--- src/rtl/eeprom_arb_pkg.sv ---
package eeprom_arb_pkg;
  localparam int REG_W    = 8;
  localparam int REQ_BIT  = 5;
  localparam int RDY_BIT  = 4;
  localparam int CS_BIT   = 3;
  localparam int CLK_BIT  = 2;
  localparam int DOUT_BIT = 1;
  localparam int DIN_BIT  = 0;

  typedef struct packed {
    logic grant;
    logic ready;
  } arbStrobe_t;
endpackage

--- src/rtl/eeprom_arb_ctrl.sv ---
module eeprom_arb_ctrl
  import eeprom_arb_pkg::*;
#(
  parameter int DELAY_CYC = 80
) (
  input  logic       clk,
  input  logic       rst_n,
  input  logic       regWrEn,
  input  logic       wrReq,
  input  logic       reqHeld,
  input  logic       memBusy,
  output arbStrobe_t strobe
);
  localparam int CNT_W = $clog2(DELAY_CYC + 1);
  localparam logic [CNT_W-1:0] CNT_LOAD = CNT_W'(DELAY_CYC);

  logic             grantQ;
  logic [CNT_W-1:0] paceCnt;

  always_ff @(posedge clk) begin
    if (!rst_n) begin
      grantQ  <= 1'b0;
      paceCnt <= '0;
    end else if (regWrEn && !wrReq) begin
      // release: hand lines back to the memory port
      grantQ  <= 1'b0;
      paceCnt <= '0;
    end else begin
      if (reqHeld && !grantQ && !memBusy)
        grantQ <= 1'b1;
      if (regWrEn && grantQ)
        paceCnt <= CNT_LOAD;
      else if (paceCnt != '0)
        paceCnt <= paceCnt - 1'b1;
    end
  end

  always_comb begin
    strobe.grant = grantQ;
    strobe.ready = grantQ && (paceCnt == '0);
  end
endmodule

--- src/rtl/eeprom_arb_dp.sv ---
module eeprom_arb_dp
  import eeprom_arb_pkg::*;
#(
  parameter int SYNC_STAGES = 2
) (
  input  logic             clk,
  input  logic             rst_n,
  input  logic             regWrEn,
  input  logic [REG_W-1:0] regWrData,
  input  arbStrobe_t       strobe,
  input  logic             romDin,
  output logic             reqHeld,
  output logic             romCs,
  output logic             romClk,
  output logic             romDout,
  output logic [REG_W-1:0] regRdData
);
  logic                   reqQ;
  logic                   csQ, clkQ, doutQ;
  logic [SYNC_STAGES-1:0] dinSync;

  always_ff @(posedge clk) begin
    if (!rst_n) begin
      reqQ  <= 1'b0;
      csQ   <= 1'b0;
      clkQ  <= 1'b0;
      doutQ <= 1'b0;
    end else if (regWrEn) begin
      reqQ  <= regWrData[REQ_BIT];
      csQ   <= regWrData[CS_BIT];
      clkQ  <= regWrData[CLK_BIT];
      doutQ <= regWrData[DOUT_BIT];
    end
  end

  generate
    if (SYNC_STAGES == 1) begin : g_sync1
      always_ff @(posedge clk) begin
        if (!rst_n) dinSync <= '0;
        else        dinSync <= romDin;
      end
    end else begin : g_syncN
      always_ff @(posedge clk) begin
        if (!rst_n) dinSync <= '0;
        else        dinSync <= {dinSync[SYNC_STAGES-2:0], romDin};
      end
    end
  endgenerate

  assign reqHeld = reqQ;
  assign romCs   = strobe.grant & csQ;
  assign romClk  = strobe.grant & clkQ;
  assign romDout = strobe.grant & doutQ;

  always_comb begin
    regRdData           = '0;
    regRdData[REQ_BIT]  = reqQ;
    regRdData[RDY_BIT]  = strobe.ready;
    regRdData[CS_BIT]   = csQ;
    regRdData[CLK_BIT]  = clkQ;
    regRdData[DOUT_BIT] = doutQ;
    regRdData[DIN_BIT]  = strobe.grant & dinSync[SYNC_STAGES-1];
  end
endmodule

--- src/rtl/eeprom_port_arb.sv ---
module eeprom_port_arb
  import eeprom_arb_pkg::*;
#(
  parameter int DELAY_NS      = 800,
  parameter int CLK_PERIOD_NS = 10,
  parameter int SYNC_STAGES   = 2
) (
  input  logic       clk,
  input  logic       rst_n,
  input  logic       regWrEn,
  input  logic [7:0] regWrData,
  output logic [7:0] regRdData,
  input  logic       memBusy,
  output logic       portGrant,
  output logic       romCs,
  output logic       romClk,
  output logic       romDout,
  input  logic       romDin
);
  localparam int DELAY_CYC = (DELAY_NS + CLK_PERIOD_NS - 1) / CLK_PERIOD_NS;

  arbStrobe_t strobe;
  logic       reqHeld;

  eeprom_arb_ctrl #(.DELAY_CYC(DELAY_CYC)) u_ctrl (
    .clk     (clk),
    .rst_n   (rst_n),
    .regWrEn (regWrEn),
    .wrReq   (regWrData[REQ_BIT]),
    .reqHeld (reqHeld),
    .memBusy (memBusy),
    .strobe  (strobe)
  );

  eeprom_arb_dp #(.SYNC_STAGES(SYNC_STAGES)) u_dp (
    .clk       (clk),
    .rst_n     (rst_n),
    .regWrEn   (regWrEn),
    .regWrData (regWrData),
    .strobe    (strobe),
    .romDin    (romDin),
    .reqHeld   (reqHeld),
    .romCs     (romCs),
    .romClk    (romClk),
    .romDout   (romDout),
    .regRdData (regRdData)
  );

  assign portGrant = strobe.grant;
endmodule

--- config.mk ---
export PLATFORM = sky130hd
export DESIGN_NAME = eeprom_port_arb
export DESIGN_NICKNAME = d
export VERILOG_FILES = /design/src/rtl/eeprom_arb_pkg.sv /design/src/rtl/eeprom_arb_ctrl.sv /design/src/rtl/eeprom_arb_dp.sv /design/src/rtl/eeprom_port_arb.sv
export SDC_FILE = /design/constraint.sdc
export NUM_CORES = 1
export LEC_CHECK = 0
export BUFFER_PORTS_ARGS = -buffer_cell sky130_fd_sc_hd__buf_2
export CAP_MARGIN = 10
export CORE_UTILIZATION = 47
export CTS_BUF_LIST = sky130_fd_sc_hd__clkbuf_8
export CTS_CLUSTER_DIAMETER = 100
export CTS_CLUSTER_SIZE = 16
export DETAILED_ROUTE_END_ITERATION = 8
export PLACE_DENSITY = 0.74
export SYNTH_ARGS = -nofsm -noshare
export SYNTH_HDL_FRONTEND = slang
export SYNTH_SLANG_ARGS = --single-unit
--- constraint.sdc ---
create_clock -name clk -period 3.81 [get_ports clk]
set_input_delay 0.762 -clock clk [delete_from_list [all_inputs] [get_ports clk]]
set_output_delay 0.762 -clock clk [all_outputs]
set_load 0.005 [all_outputs]
# Word level (Yosys, flattened, before mapping)
# Index checks and enable logic that the tools add are counted.
# op_classes
addsub,1
n_mul,0
div_mod_pow,0
magnitude_cmp,0
n_eq_ne,0
shift,0
muxes,2
bitwise,5
n_reduce_logical,13
# op_table
cell,n
2-to-1 mux 7 bit,2
zero test 7 bit,1
nonzero test 7 bit,1
subtractor 7 x 1 -> 7 bit (second input constant),1
logical AND 1 bit,5
bitwise AND 1 bit,4
zero test 1 bit,3
OR reduction 3 bit,1
nonzero test 2 bit,1
OR reduction 2 bit,1
NOT 1 bit,1
# totals
ff_bits,14
latchBits,0
mem_bits_rw,0
romBits,0
in_bits,13
output_inout_bits,12
elab_cells,29
n_memories,0

# Longest topological paths before layout
# depth
depth_word,3
mapped_depth,6
ltp_nobuf,5

# Modules after synthesis
# A second synthesis with hierarchy kept.
# unflattened
cells_unflattened,73
hier_area_um2,684.4
# by_module_without_submodules
mod,n_inst,cells_per_inst,area_per_inst_um2,seq_area_each_um2
eeprom_arb_ctrl,1,44,394.1,160.2
eeprom_arb_dp,1,29,290.3,120.1

# Least setup slack after synthesis
# OpenSTA, ideal clock, no wires.
# synth_timing
path_type,register to output
start,reg u_ctrl.paceCnt[0]
end,out regRdData[4]
arrival_ns,1.417
slack_ns,1.631
stages_incl_launch_ff,7
cell_sequence,dfxtp_1 -> inv_1 -> ha_1 -> or3b_1 -> buf_2 -> nor3_2 -> and2_1
# synth_via
elab_chain_len,2
# synth_lines
element,line_no,rtl
from (decl),eeprom_arb_ctrl.sv:18,logic [CNT_W-1:0] paceCnt;
from (signal assigned),eeprom_arb_ctrl.sv:34,paceCnt <= paceCnt - 1'b1;
zero test 7 bit,eeprom_arb_ctrl.sv:40,strobe.ready = grantQ && (paceCnt == '0);
logical AND 1 bit,eeprom_arb_ctrl.sv:40,
to (decl),eeprom_port_arb.sv:12,"output logic [7:0] regRdData,"
# No other way between the ends.

# Worst setup path in the final report
# Same ends and word-level chain as after synthesis.

==> results summary <==
The hold-critical path depth came out at 1. After clock tree synthesis, the clock-pin slew on the worst setup and hold paths is 0.06 ns. The sink count of the clock tree is 14. The count of endpoints failing setup in the final report is 0.

The count of mapped cells out of synthesis is 73. The synthesized netlist contains 29 unique library cells. The path with the worst hold slack has its endpoint at u_dp.dinSync[1]$_SDFF_PN0_.

The floorplan die area came out at 1580 um2. On the final layout, the worst clock skew is 0.00444 ns. The class of the most critical setup path is reg -> out. The port buffer count is 18. The startpoint of the most critical hold path is u_dp.dinSync[0]$_SDFF_PN0_. The pin count of the biggest net entering global routing is 10. The run finished with clean final reports. The mapped netlist covers 671 um2. The core region is 1320 um2. The average footprint of a synthesized cell is 9.19 um2. The tree is rooted in a sky130_fd_sc_hd__clkbuf_8.

After floorplanning, the core was divided into 13 placement rows. In the final timing run, aggregate negative setup slack is 0 ns. Across all layers, the routed design uses 510 vias. Setup repair after global routing left no endpoint under its margin. The logic depth of the worst register-to-register path is 5.

Across the run, the number of max-cap violations was 0. For this configuration, the core starts out at a cell density of 50.9%. Registers are responsible for 37.0% of the overall power. The clock network latency to the later pin of the worst-skew pair is 0.25 ns. The floorplan step set the die width to 39.8 um. The most common cell after layout, fill and taps aside is sky130_fd_sc_hd__buf_2. The first global-routing pass estimated 1570 um of wire. The total inserted antenna cells came out at 0.

The overall global routing resource usage came out at 15.7%. The initial antenna violation count was 0. The number of DRC violations after detailed routing is 0. The worst register-to-register path ends at u_ctrl.paceCnt[4]$_SDFFE_PP0P_. CTS built an H-tree with a depth of 1.

The hold violation total from the final report came out at 0. The share of layout cells above drive strength 1 is 28.7%. The total of flip-flops plus latches after synthesis is 14. The via count of the first global-routing pass came out at 377. In the routed layout, each cell is associated on average with a via count of 5.00. The detailed-route wire length per cell is 10.5 um. STA classifies the critical path startpoint as a flop. For the worst setup path, the data required time is 3.05 ns. The worst register-to-register path begins at u_ctrl.paceCnt[0]$_SDFFE_PP0P_. The post-route minimum period came out at 2.65 ns.

The number of top-level pins is 25. The leakage power summed over all cells is 0.000365 uW. For this run, the post-layout net count is 102. The final RePlAce weighted congestion came out at 0.775. Summing the sequential cell areas from Yosys gives 41.8% of the chip area. Across all hold checks on the routed design, the worst slack comes to 0.438 ns.

The count of routing violations after the opening detailed-route iteration came out at 5. In this run switching power makes up 33.4% of total power. The switching component of the power is 185 uW. The number of hold buffers added after cts came out at 0. The wire-length estimate of the detail-placed layout is 796 um. The share of the cycle needed by the critical path after routing is 69.7%. The peak clock frequency supported by timing came out at 0.377 GHz.

The growth of design area from synthesis to finish came out at 16.4%. TritonCTS built the clock tree. The total wire length after detailed routing is 1070 um. Dividing total power by cell area gives a power density of 709 nW/um2. The y dimension of the die is 39.8 um. The max-slew violation total from the final report came out at 0. The post-CTS setup buffer count came out at 0. The count of TritonRoute iterations in the first routing pass came out at 2. The combinational share of power is 37.0%. The worst-case IR drop observed on VDD is 0.000380 V.

The number of clock buffers added by TritonCTS is 3. In this run the worst path has a maximum fanout of 8. The post-cts sizing count came out at 0. The number of warnings reported in the yosys synthesis log came out at 0. In this run the worst hold path is classified as reg -> reg. In this run the remaining antenna-violating nets after routing total 0. The maximum count of clock buffers along a single path is 2. Setup slack on the worst reg-to-reg path comes out at 2.15 ns. STA classifies the critical path endpoint as a primary output. In this run, the clock network consumes 26.0% of the power. The data arrival time of the critical path came out at 1.89 ns. In the layout the commonest cells are 18 x sky130_fd_sc_hd__buf_2, 14 x sky130_fd_sc_hd__dfxtp_1, 7 x sky130_fd_sc_hd__and2_1, 5 x sky130_fd_sc_hd__nor2b_1. The internal power component is 369 uW. The global route total overflow came out at 0.
## worst max path at each step
stage | start | to | slack [ns] | cells after the start
floorplan | u_ctrl.paceCnt[0]$_SDFFE_PP0P_ | regRdData[4] | 1.63 | 6
global route | u_ctrl.paceCnt[0]$_SDFFE_PP0P_ | regRdData[4] | 1.05 | 6
finish | u_ctrl.paceCnt[0]$_SDFFE_PP0P_ | regRdData[4] | 1.16 | 6
CTS | u_ctrl.paceCnt[0]$_SDFFE_PP0P_ | regRdData[4] | 1.15 | 6
detailed placement | u_ctrl.paceCnt[0]$_SDFFE_PP0P_ | regRdData[4] | 1.42 | 6
global placement | u_ctrl.paceCnt[0]$_SDFFE_PP0P_ | regRdData[4] | 1.44 | 6
## metal layers
metal	up-vias	global-route usage [%]	wire length (um)	share of wire, %
li1	267	-	-	-
met1	227	19.0	529	49
met2	12	23.4	474	44
met3	4	5.11	42	3.9
met4	0	10.3	27	2.5
met5	-	0	0	0
## registers in the layout (all words and copies together) (netlist names)
signal and count:
u_dp.dinSync 2, u_dp.clkQ 1, u_ctrl.paceCnt 7, u_dp.csQ 1, u_ctrl.grantQ 1, u_dp.doutQ 1
u_dp.reqHeld 1
## layout make-up
cell class                 count  area [um2]
sequential                    14         280
multi-input combinational     47         322
timing repair buffer          18        90.1
clock buffer                   4        55.1
tap                           15        18.8
inverter                       4        15.0
fill                         113         537
## synthesized netlist by cell type
library cell	number	share of area (%)
sky130_fd_sc_hd__a211oi_2	1	1.9
sky130_fd_sc_hd__a21oi_1	2	1.5
sky130_fd_sc_hd__a31oi_1	1	0.93
sky130_fd_sc_hd__and2_1	7	6.5
sky130_fd_sc_hd__buf_2	1	0.75
sky130_fd_sc_hd__buf_4	6	6.7
sky130_fd_sc_hd__clkbuf_1	2	1.1
sky130_fd_sc_hd__conb_1	1	0.56
sky130_fd_sc_hd__dfxtp_1	14	42
sky130_fd_sc_hd__ha_1	1	1.9
sky130_fd_sc_hd__inv_1	4	2.2
sky130_fd_sc_hd__mux2i_1	4	6.0
sky130_fd_sc_hd__nand2_1	2	1.1
sky130_fd_sc_hd__nor2_1	2	1.1
sky130_fd_sc_hd__nor2b_1	5	4.7
sky130_fd_sc_hd__nor3_1	2	1.5
sky130_fd_sc_hd__nor3_2	1	1.5
sky130_fd_sc_hd__nor3b_1	2	2.2
sky130_fd_sc_hd__nor4_1	2	1.9
sky130_fd_sc_hd__o21ai_0	1	0.75
sky130_fd_sc_hd__o21ai_1	2	1.5
sky130_fd_sc_hd__o31ai_1	3	3.4
sky130_fd_sc_hd__or2_1	1	0.93
sky130_fd_sc_hd__or3_1	1	0.93
sky130_fd_sc_hd__or3_4	1	1.7
sky130_fd_sc_hd__or3b_1	1	1.3
sky130_fd_sc_hd__or4_1	1	1.1
sky130_fd_sc_hd__xnor2_1	1	1.3
sky130_fd_sc_hd__xor2_1	1	1.3
## power groups by stage
stage	Clock [uW]	Sequential (uW)	Combinational [uW]
5_1_grt	155	210	234
4_1_cts	148	205	205
3_3_place_gp	0	207	199
6_report	144	205	205
2_1_floorplan	0	202	189
3_5_place_dp	0	209	204
## through the flow
step,power [uW],instance area [um2],setup slack (ns),util (%),cells
final,553,781,1.16,59.3,102
after global routing,599,781,1.05,59.3,102
after CTS,558,781,1.15,59.3,102
after detailed placement,413,726,1.42,55.1,98
after global placement,406,726,1.44,55.1,98
after floorplan,390,674,1.63,-,74
## worst max-delay path, cell delays in order (launching register included)
cell and delay [ns]:
sky130_fd_sc_hd__dfxtp_1 0.33, sky130_fd_sc_hd__inv_1 0.06, sky130_fd_sc_hd__ha_1 0.17, sky130_fd_sc_hd__or3b_1 0.49, sky130_fd_sc_hd__nor3_2 0.33, sky130_fd_sc_hd__and2_1 0.17, sky130_fd_sc_hd__buf_2 0.10
## kinds of logic (layout without fill, tap and decap cells)
family	Yosys count	in the layout	share of synthesized area [%]
and+or+nand+nor	28	28	26.5
DFF	14	14	41.8
buffers and inverters	13	26	10.8
AOI/OAI and AO/OA	10	10	9.89
muxes	4	4	5.97
xor gates and xnor gates	2	2	2.61
adders and majority gates	1	1	1.87
other	1	2	0.559
No activity file was read; power rests on OpenSTA's default activity.
